$ cat src/rtl/rpc_pkg.sv
package rpc_pkg;

    // Action taken by a channel on the most recent read-clock edge
    typedef enum logic [1:0] {
        ST_HOLD  = 2'd0,
        ST_STEP  = 2'd1,
        ST_CLEAR = 2'd2,
        ST_LOAD  = 2'd3
    } rpc_state_e;

    // Sensitivity selection for one override input
    typedef struct packed {
        logic ovr_en;
        logic ovr_edge;
    } rpc_sens_t;

    function automatic logic rpc_pick_edge(input logic mode_pin, input rpc_sens_t s);
        return s.ovr_en ? s.ovr_edge : mode_pin;
    endfunction

endpackage

$ cat src/rtl/rpc_trig_detect.sv
module rpc_trig_detect
    import rpc_pkg::*;
(
    input  logic      clk,
    input  logic      rst_n,
    input  logic      sig_n,
    input  logic      mode_pin,
    input  rpc_sens_t sens,
    output logic      active,
    output logic      edge_sel
);

    logic prev_q;

    // Previous sampled value; idle high so reset never looks like a fall
    always_ff @(posedge clk or negedge rst_n) begin
        if (!rst_n) prev_q <= 1'b1;
        else        prev_q <= sig_n;
    end

    always_comb begin
        edge_sel = rpc_pick_edge(mode_pin, sens);
        if (edge_sel) active = prev_q & ~sig_n;
        else          active = ~sig_n;
    end

    // Edge mode yields a single-cycle pulse
    AST_EDGE_ONE_SHOT: assert property (@(posedge clk) disable iff (!rst_n)
        (active && edge_sel) |=> (!active || !edge_sel));

endmodule

$ cat src/rtl/rpc_chan_fsm.sv
module rpc_chan_fsm
    import rpc_pkg::*;
#(
    parameter int ADDR_W = 24
) (
    input  logic              clk,
    input  logic              rst_n,
    input  logic              ren_n,
    input  logic              clr_trig,
    input  logic              set_trig,
    input  logic [ADDR_W-1:0] ext_addr,
    output logic [ADDR_W-1:0] ptr
);

    typedef logic [ADDR_W-1:0] ptr_t;
    localparam ptr_t PTR_ONE = ptr_t'(1);

    rpc_state_e state_q, state_d;
    logic       ren_q_n;
    logic       gate_ok;
    logic       clr_go, set_go;

    // Previous-edge enable qualifies overrides
    always_ff @(posedge clk or negedge rst_n) begin
        if (!rst_n) ren_q_n <= 1'b1;
        else        ren_q_n <= ren_n;
    end

    assign gate_ok = ~ren_q_n;
    assign clr_go  = clr_trig & gate_ok;
    assign set_go  = set_trig & gate_ok;

    // Next-state selection: clear over set over step
    always_comb begin
        if (clr_go)      state_d = ST_CLEAR;
        else if (set_go) state_d = ST_LOAD;
        else if (!ren_n) state_d = ST_STEP;
        else             state_d = ST_HOLD;
    end

    // State register
    always_ff @(posedge clk or negedge rst_n) begin
        if (!rst_n) state_q <= ST_HOLD;
        else        state_q <= state_d;
    end

    // Output register: pointer follows the chosen action
    always_ff @(posedge clk or negedge rst_n) begin
        if (!rst_n) begin
            ptr <= '0;
        end else begin
            unique case (state_d)
                ST_HOLD:  ptr <= ptr;
                ST_STEP:  ptr <= ptr + PTR_ONE;
                ST_CLEAR: ptr <= '0;
                ST_LOAD:  ptr <= ext_addr;
            endcase
        end
    end

    AST_STEP_BY_ONE: assert property (@(posedge clk) disable iff (!rst_n)
        (!ren_n && !clr_go && !set_go) |=> (ptr == $past(ptr) + PTR_ONE));
    AST_CLEAR_ZERO: assert property (@(posedge clk) disable iff (!rst_n)
        clr_go |=> (ptr == '0));
    AST_CLEAR_STATE: assert property (@(posedge clk) disable iff (!rst_n)
        (state_q == ST_CLEAR) |-> (ptr == '0));
    AST_LOAD_EXT: assert property (@(posedge clk) disable iff (!rst_n)
        (set_go && !clr_go) |=> (ptr == $past(ext_addr)));
    AST_GATED_HOLD: assert property (@(posedge clk) disable iff (!rst_n)
        (ren_n && ren_q_n) |=> $stable(ptr));

endmodule

$ cat src/rtl/rd_ptr_ctrl.sv
module rd_ptr_ctrl
    import rpc_pkg::*;
#(
    parameter int ADDR_W = 24,
    parameter int NUM_CH = 2
) (
    input  logic                     clk,
    input  logic                     rst_n,
    input  logic                     mode_edge,
    input  logic                     cfg_clr_ovr,
    input  logic                     cfg_clr_edge,
    input  logic                     cfg_set_ovr,
    input  logic                     cfg_set_edge,
    input  logic                     dual_mode,
    input  logic [NUM_CH-1:0]        ren_n,
    input  logic                     clr_n,
    input  logic [NUM_CH-1:0]        set_n,
    input  logic [ADDR_W-1:0]        ext_addr,
    output logic [NUM_CH*ADDR_W-1:0] rd_addr
);

    localparam int BUS_W = NUM_CH * ADDR_W;

    rpc_sens_t   clr_sens, set_sens;
    logic        clr_act;
    logic        clr_is_edge;
    logic [NUM_CH-1:0] set_act;
    logic [NUM_CH-1:0] set_is_edge;
    logic [NUM_CH-1:0] chan_clr;

    assign clr_sens = '{ovr_en: cfg_clr_ovr, ovr_edge: cfg_clr_edge};
    assign set_sens = '{ovr_en: cfg_set_ovr, ovr_edge: cfg_set_edge};

    // One shared clear detector feeds every channel
    rpc_trig_detect u_clr_det (
        .clk      (clk),
        .rst_n    (rst_n),
        .sig_n    (clr_n),
        .mode_pin (mode_edge),
        .sens     (clr_sens),
        .active   (clr_act),
        .edge_sel (clr_is_edge)
    );

    for (genvar c = 0; c < NUM_CH; c++) begin : g_chan
        logic [ADDR_W-1:0] ch_ptr;

        if (c == 0) begin : g_primary
            assign chan_clr[c] = clr_act;
        end else begin : g_secondary
            assign chan_clr[c] = clr_act & dual_mode;
        end

        rpc_trig_detect u_set_det (
            .clk      (clk),
            .rst_n    (rst_n),
            .sig_n    (set_n[c]),
            .mode_pin (mode_edge),
            .sens     (set_sens),
            .active   (set_act[c]),
            .edge_sel (set_is_edge[c])
        );

        rpc_chan_fsm #(.ADDR_W(ADDR_W)) u_chan (
            .clk      (clk),
            .rst_n    (rst_n),
            .ren_n    (ren_n[c]),
            .clr_trig (chan_clr[c]),
            .set_trig (set_act[c]),
            .ext_addr (ext_addr),
            .ptr      (ch_ptr)
        );

        assign rd_addr[c*ADDR_W +: ADDR_W] = ch_ptr;
    end

    // Sensitivity selects agree across set detectors
    AST_SET_SENS_SHARED: assert property (@(posedge clk) disable iff (!rst_n)
        (set_is_edge == {NUM_CH{set_is_edge[0]}}));
    AST_RESET_ZERO: assert property (@(posedge clk)
        $rose(rst_n) |-> (rd_addr == BUS_W'(0)));
    AST_CLR_EDGE_DEFAULT: assert property (@(posedge clk) disable iff (!rst_n)
        (!cfg_clr_ovr) |-> (clr_is_edge == mode_edge));

endmodule

$ cat config.mk
export PLATFORM = sky130hd
export DESIGN_NAME = rd_ptr_ctrl
export DESIGN_NICKNAME = d
export VERILOG_FILES = /design/src/rtl/rpc_pkg.sv /design/src/rtl/rpc_trig_detect.sv /design/src/rtl/rpc_chan_fsm.sv /design/src/rtl/rd_ptr_ctrl.sv
export SDC_FILE = /design/constraint.sdc
export NUM_CORES = 1
export LEC_CHECK = 0
export BUFFER_PORTS_ARGS = -buffer_cell sky130_fd_sc_hd__buf_4
export CAP_MARGIN = 20
export CORE_ASPECT_RATIO = 0.6
export CORE_UTILIZATION = 24
export DETAILED_ROUTE_END_ITERATION = 16
export PLACE_DENSITY = 0.48
export SKIP_CTS_REPAIR_TIMING = 1
export SYNTH_ARGS = -nofsm -noshare
export SYNTH_HDL_FRONTEND = slang
export SYNTH_HIERARCHICAL = 1
export SYNTH_SLANG_ARGS = --single-unit
$ cat constraint.sdc
create_clock -name clk -period 1.88 [get_ports clk]
set_input_delay 0.094 -clock clk [delete_from_list [all_inputs] [get_ports clk]]
set_output_delay 0.094 -clock clk [all_outputs]
set_load 0.01 [all_outputs]
## Word-level counts from Yosys, hierarchy flattened

Index checks and enable logic that the tools add are counted.
W data, S select, Z words.

- Multiply operators: 0
- Muxes and demuxes: 13
- Equality and inequality tests: 6
- Reductions and logical operators: 2
- Order comparisons: 0
- Shift-type cells: 0
- Bitwise gates (word level): 13
- Div/mod/pow operators: 0
- Add/sub/neg operators: 2

Operators with widths:

| cell | count |
|---|---|
| $pmux W24 S3 | 2 |
| $add A24 B1 Y24 const B | 2 |
| $and A1 B1 Y1 | 8 |
| $eq A2 B2 Y1 const B | 4 |
| $mux W2 | 4 |
| $mux W1 | 7 |
| $not A1 Y1 | 5 |
| $eq A2 B1 Y1 const B | 2 |
| $logic_not A2 Y1 | 2 |

- Bits in latches: 0
- Memory bits (writable): 0
- Memories kept: 0
- Memory bits (read-only): 0
- Logic and storage cells: 43
- Bits in registers: 53
- Bits of input ports: 37
- Output and inout port bits: 48

## Depth between registers and ports, before layout

- Depth in word-level cells: 8
- Mapped depth: 9
- Depth with buffers taken out: 8

## Cells and area by module

Netlist, hierarchy kept.

Modules (own cells, without submodules):

| module | area each (um^2) | sequential area each (um^2) | cells an instance | times used |
|---|---|---|---|---|
| rpc_chan_fsm (g_chan[0].u_chan) | 1,665.3 | 626.9 | 199 | 1 |
| rpc_chan_fsm (g_chan[1].u_chan) | 1,614.0 | 626.9 | 201 | 1 |
| rpc_trig_detect | 53.8 | 26.3 | 4 | 3 |
| rd_ptr_ctrl | 6.3 | 0.0 | 1 | 1 |

## Worst setup path before layout

Ideal clock, no wire load.

- Path kind: reg2reg
- Start: register g_chan[0].u_set_det.prev_q
- End: register g_chan[0].u_chan.ptr[0]
- Cell stages (with the launch flop): 8
- Setup slack: -0.079 ns
- Period minus slack after synthesis: 1.959 ns
- Path buffers: 2
- Data required time: 1.793 ns
- Library setup time: 0.087 ns
- Arrival: 1.872 ns
- Cells stage by stage: dfstp_2 > inv_1 > a21oi_2 > nor3b_2 > clkbuf_1 > clkbuf_1 > nand2_1 > a22oi_1

- Cells in the longest elaborated chain, start to end: 7
- Elaborated cells between the ends (all ways): 10
- Classes of those cells: eq/ne (3); mux (4); bitwise (2); reduce/logical (1)

Ends and longest elaborated chain:

| item | line | text |
|---|---|---|
| from (decl) | rpc_trig_detect.sv:13 | `logic prev_q;` |
| from (signal assigned) | rpc_trig_detect.sv:18 | `else prev_q <= sig_n;` |
| $and A1 B1 Y1 (*) | rpc_trig_detect.sv:23 | `if (edge_sel) active = prev_q & ~sig_n;` |
| $mux W1 (*) | rpc_trig_detect.sv:23 |  |
| named net set_act[0] | rd_ptr_ctrl.sv:27 | `logic [NUM_CH-1:0] set_act;` |
| $and A1 B1 Y1 (*) | rpc_chan_fsm.sv:31 | `assign set_go = set_trig & gate_ok;` |
| $mux W2 (*) | rpc_chan_fsm.sv:36 | `else if (set_go) state_d = ST_LOAD;` |
| $mux W2 (*) | rpc_chan_fsm.sv:35 | `if (clr_go) state_d = ST_CLEAR;` |
| $eq A2 B2 Y1 or $eq A2 B1 Y1 (tied branches) | rpc_chan_fsm.sv:52 | `unique case (state_d)` |
| $pmux W24 S3 | rpc_chan_fsm.sv:52 |  |
| to (signal assigned) | rpc_chan_fsm.sv:53 | `ST_HOLD: ptr <= ptr;` |
| to (signal assigned) | rpc_chan_fsm.sv:54 | `ST_STEP: ptr <= ptr + PTR_ONE;` |
| to (signal assigned) | rpc_chan_fsm.sv:56 | `ST_LOAD: ptr <= ext_addr;` |
| to (decl) | rpc_chan_fsm.sv:12 | `output logic [ADDR_W-1:0] ptr` |

Mark *: on every way through the listed nets, which the timed path passes. The rest lies on a longest branch.
A chain may end at the register's enable or synchronous reset.

## Worst setup path in the final report

- Start: register u_clr_det.prev_q
- End: register g_chan[0].u_chan.ptr[20]

- Cells in the longest elaborated chain, start to end: 6
- Elaborated cells between the ends (all ways): 9
- Classes of those cells: eq/ne (3); mux (3); bitwise (2); reduce/logical (1)

Ends and longest elaborated chain:

| item | line | text |
|---|---|---|
| from (decl) | rpc_trig_detect.sv:13 |  |
| from (signal assigned) | rpc_trig_detect.sv:18 |  |
| $and A1 B1 Y1 (*) | rpc_trig_detect.sv:23 |  |
| $mux W1 (*) | rpc_trig_detect.sv:23 |  |
| named net chan_clr[0] | rd_ptr_ctrl.sv:29 | `logic [NUM_CH-1:0] chan_clr;` |
| $and A1 B1 Y1 (*) | rpc_chan_fsm.sv:30 | `assign clr_go = clr_trig & gate_ok;` |
| $mux W2 (*) | rpc_chan_fsm.sv:35 |  |
| $eq A2 B2 Y1 or $eq A2 B1 Y1 (tied branches) | rpc_chan_fsm.sv:52 |  |
| $pmux W24 S3 | rpc_chan_fsm.sv:52 |  |

Marked as above.

==> impl_metrics.py <==
metrics = {
    "status": {
        "status": "finished, final reports clean",
    },
    "critical_path": {
        "critical_path_class": "register to register",
        "crit_arrival_ns": 2.08,
        "cp-end-kind": "register",
        "cp.required_ns": 2.09,
        "cp_max_fo": 3,
        "crit_path_start_kind": "register",
    },
    "finish": {
        "n_antenna_cell": 0,
        "regArea_mm2": 0.00133,
        "syn2layout_area_growth_pct": 44.5,
        "layout_common_cells": "buf_4, a21oi_1, nand2_1, dfrtp_1, o21ai_0",
        "drive_gt1_share_pct": 33.3,
        "fin_nets": 585,
        "post-route-util_pct": 36.0,
        "layout_commonest_cell": "buf_4",
        "num-fill-cells": 1447,
        "multiInputGateArea_mm2": 0.00199,
    },
    "route": {
        "dr.pass1.iters": 6,
        "initialDrtViolationCount": 296,
        "wirelength_um": 13900,
        "final_antenna_net_count": 0,
        "drt_drc_violations_left": 0,
        "vias_per_cell": 5.31,
        "vias": 3923,
        "wire_per_inst_um": 18.8,
    },
    "timing": {
        "hold_violations": 0,
        "slew_viol_final": 0,
        "rsz0062_at_grt": "yes",
        "whs_ns": 0.0383,
        "period_share_pct": 99.3,
        "setup-violations-final": 0,
        "clock_skew_ns": 0.00761,
        "worst_slew_pin_slew_ns": 0.722,
        "period_minus_slack_ns": 1.87,
        "clock.fmax_mhz": 536,
        "relSlewSlack_pct": 51.9,
    },
    "placement": {
        "io_buffers": 84,
        "hpwl_um": 10700,
        "gp_congestion": 0.899,
    },
    "synthesis": {
        "netlist.area_leader.share_pct": 34.8,
        "ys_seq_area_share_pct": 38.7,
        "syn-num-nets": 452,
        "synthTopCellsByArea": "dfrtp_1, a21oi_1, nand2_1",
        "yosys_warnings": 6,
        "ys_types": 68,
        "syn_area_per_cell_um2": 8.35,
        "async_flop_share_pct": 100,
        "ys_ff_latch": 53,
        "ys_dominant_reg_cell": "dfrtp_1",
        "netlist_instances": 413,
        "syn-cell-area_mm2": 0.00345,
        "synth_edf_count": 0,
        "synth_top_area_cell": "dfrtp_1",
    },
    "global_route": {
        "grt_pass1_vias": 3685,
        "overflow": 0,
        "antenna_found_initial": 0,
        "gr-usage-all-layers_pct": 18.7,
        "grt_pass1_wl_um": 20900,
        "top_usage_layer": "met1",
        "grt_util_met2_pct": 24.6,
        "grtUsageMet3_pct": 5.19,
        "use_met1_pct": 29.0,
        "grt_max_degree": 54,
    },
    "clocking": {
        "numCtsBuffers": 5,
        "clockRootBuffer": "clkbuf_16",
        "clock_latency_ns": 0.29,
        "cts_tree": "built",
        "h-tree-depth": 2,
        "clock_path_buffers": 2,
        "cts.sinks": 53,
        "clk_pin_slew_ns": 0.07,
    },
    "floorplan": {
        "initial_core_util_pct": 24.9,
        "core_area_mm2": 0.0138,
        "num_rows": 33,
        "die-area_mm2": 0.0149,
        "dieWidth_um": 157,
        "pin_count": 85,
        "die_height_um": 94.8,
    },
    "hold_path": {
        "hp-class": "primary input to register",
    },
    "power_and_ir_drop": {
        "vdd_drop_max_uv": 351,
        "p_leak_uw": 0.00222,
        "power_density_mw_per_mm2": 728,
    },
    "flow_run": {
        "cap_viol_max_count": 0,
    },
}
==> Yosys cell counts (all sizes together), types with 2 or more instances <==
cell type and n:
inv 11, a211oi 3, a221oi 2, nand2 60, and4b 2, a31oi 10, a22o 2, o21ai 28
o21bai 2, nor3b 2, and3 7, mux2 3, nand3 17, clkbuf 19, buf 3, o2bb2a 3
a21oi 66, and4 8, a22oi 5, dfstp 5, or4 2, dfrtp 48, o21ba 2, o31ai 8
a41o 2, ha 2, a32o 5, nand2b 2, nand4 10, o2bb2ai 2, nor2 26, nor4 3
a2bb2oi 3, o221a 4, o22ai 2, nor3 7, and2 9, o41ai 3
==> worst max-delay path, cell delays in order (launching register included) <==
cell     delay (ns)
dfstp_2        0.51
inv_1          0.04
a21oi_2        0.13
buf_4          0.15
o21ba_2        0.16
nor2_1         0.07
or4_4          0.54
a22oi_2        0.18
==> cells by family after synthesis <==
kind of cell,after synthesis,synth area share [%]
AO/OA/AOI/OAI,160,30.0
XOR/XNOR,1,0.254
adder cells (fa/ha/maj),2,0.726
buffers and inverters,34,4.57
flip-flops,53,38.7
multiplexers,3,1.31
AND/OR/NAND/NOR,160,24.5
==> flip-flops by register name, indices dropped and copies added (netlist names) <==
signal,cells
g_chan.u_chan/ren_q_n,2
g_chan.u_chan/ptr,48
g_chan.u_set_det/prev_q,2
u_clr_det/prev_q,1
==> cell type report <==
cell class	instances	share of cell area, %
multi-input cells	326	39.9
flip-flops and latches	53	26.8
repair buffers	148	23.9
well taps	192	4.82
clock buffers	7	2.86
inverters	12	1.18
clock inverters	1	0.603
==> through the flow <==
| step | cell area (um2) | cells | worst slack [ns] | power, uW | TNS (ns) |
|---|---|---|---|---|---|
| 2_1_floorplan | 3450 | 413 | -0.0106 | 1880 | -0.0106 |
| 3_3_place_gp | 4690 | 723 | 0.0747 | 2490 | 0 |
| 3_5_place_dp | 4690 | 723 | 0.0247 | 2500 | 0 |
| 4_1_cts | 4860 | 731 | 0.0181 | 3620 | 0 |
| 5_1_grt | 4980 | 739 | -0.0583 | 3810 | -0.0583 |
| 6_report | 4980 | 739 | 0.0134 | 3630 | 0 |
==> metal layers <==
| metal | vias to the layer above | wire length, um |
|---|---|---|
| li1 | 1830 | - |
| met1 | 1886 | 7250 |
| met3 | 13 | 1260 |
| met5 | - | 0 |
| met4 | 0 | 148 |
| met2 | 194 | 5230 |
==> report_power, final <==
group | switching, uW | total [uW] | internal, uW | leakage (uW)
Combinational | 548 | 1070 | 524 | 0.00144
Sequential | 171 | 1450 | 1280 | 0.000690
Clock | 440 | 1110 | 667 | 0.0000841
==> final timing paths <==
| kind | start | end | slack (ns) | depth (start not counted) |
|---|---|---|---|---|
| hold / removal | ext_addr[13] | g_chan[0].u_chan/ptr[13] | 0.04 | 3 |
| setup / recovery | u_clr_det/prev_q | g_chan[0].u_chan/ptr[20] | 0.01 | 7 |
| hold reg to reg | g_chan[1].u_chan/ptr[18] | g_chan[1].u_chan/ptr[18] | 0.53 | 1 |
| min in group asynchronous | rst_n | g_chan[0].u_chan/ptr[12] | 0.40 | 2 |
| setup reg to reg | u_clr_det/prev_q | g_chan[0].u_chan/ptr[20] | 0.01 | 7 |
| max in group asynchronous | rst_n | g_chan[1].u_chan/ptr[0] | 0.94 | 2 |
Power figures use the tool's default switching activity.
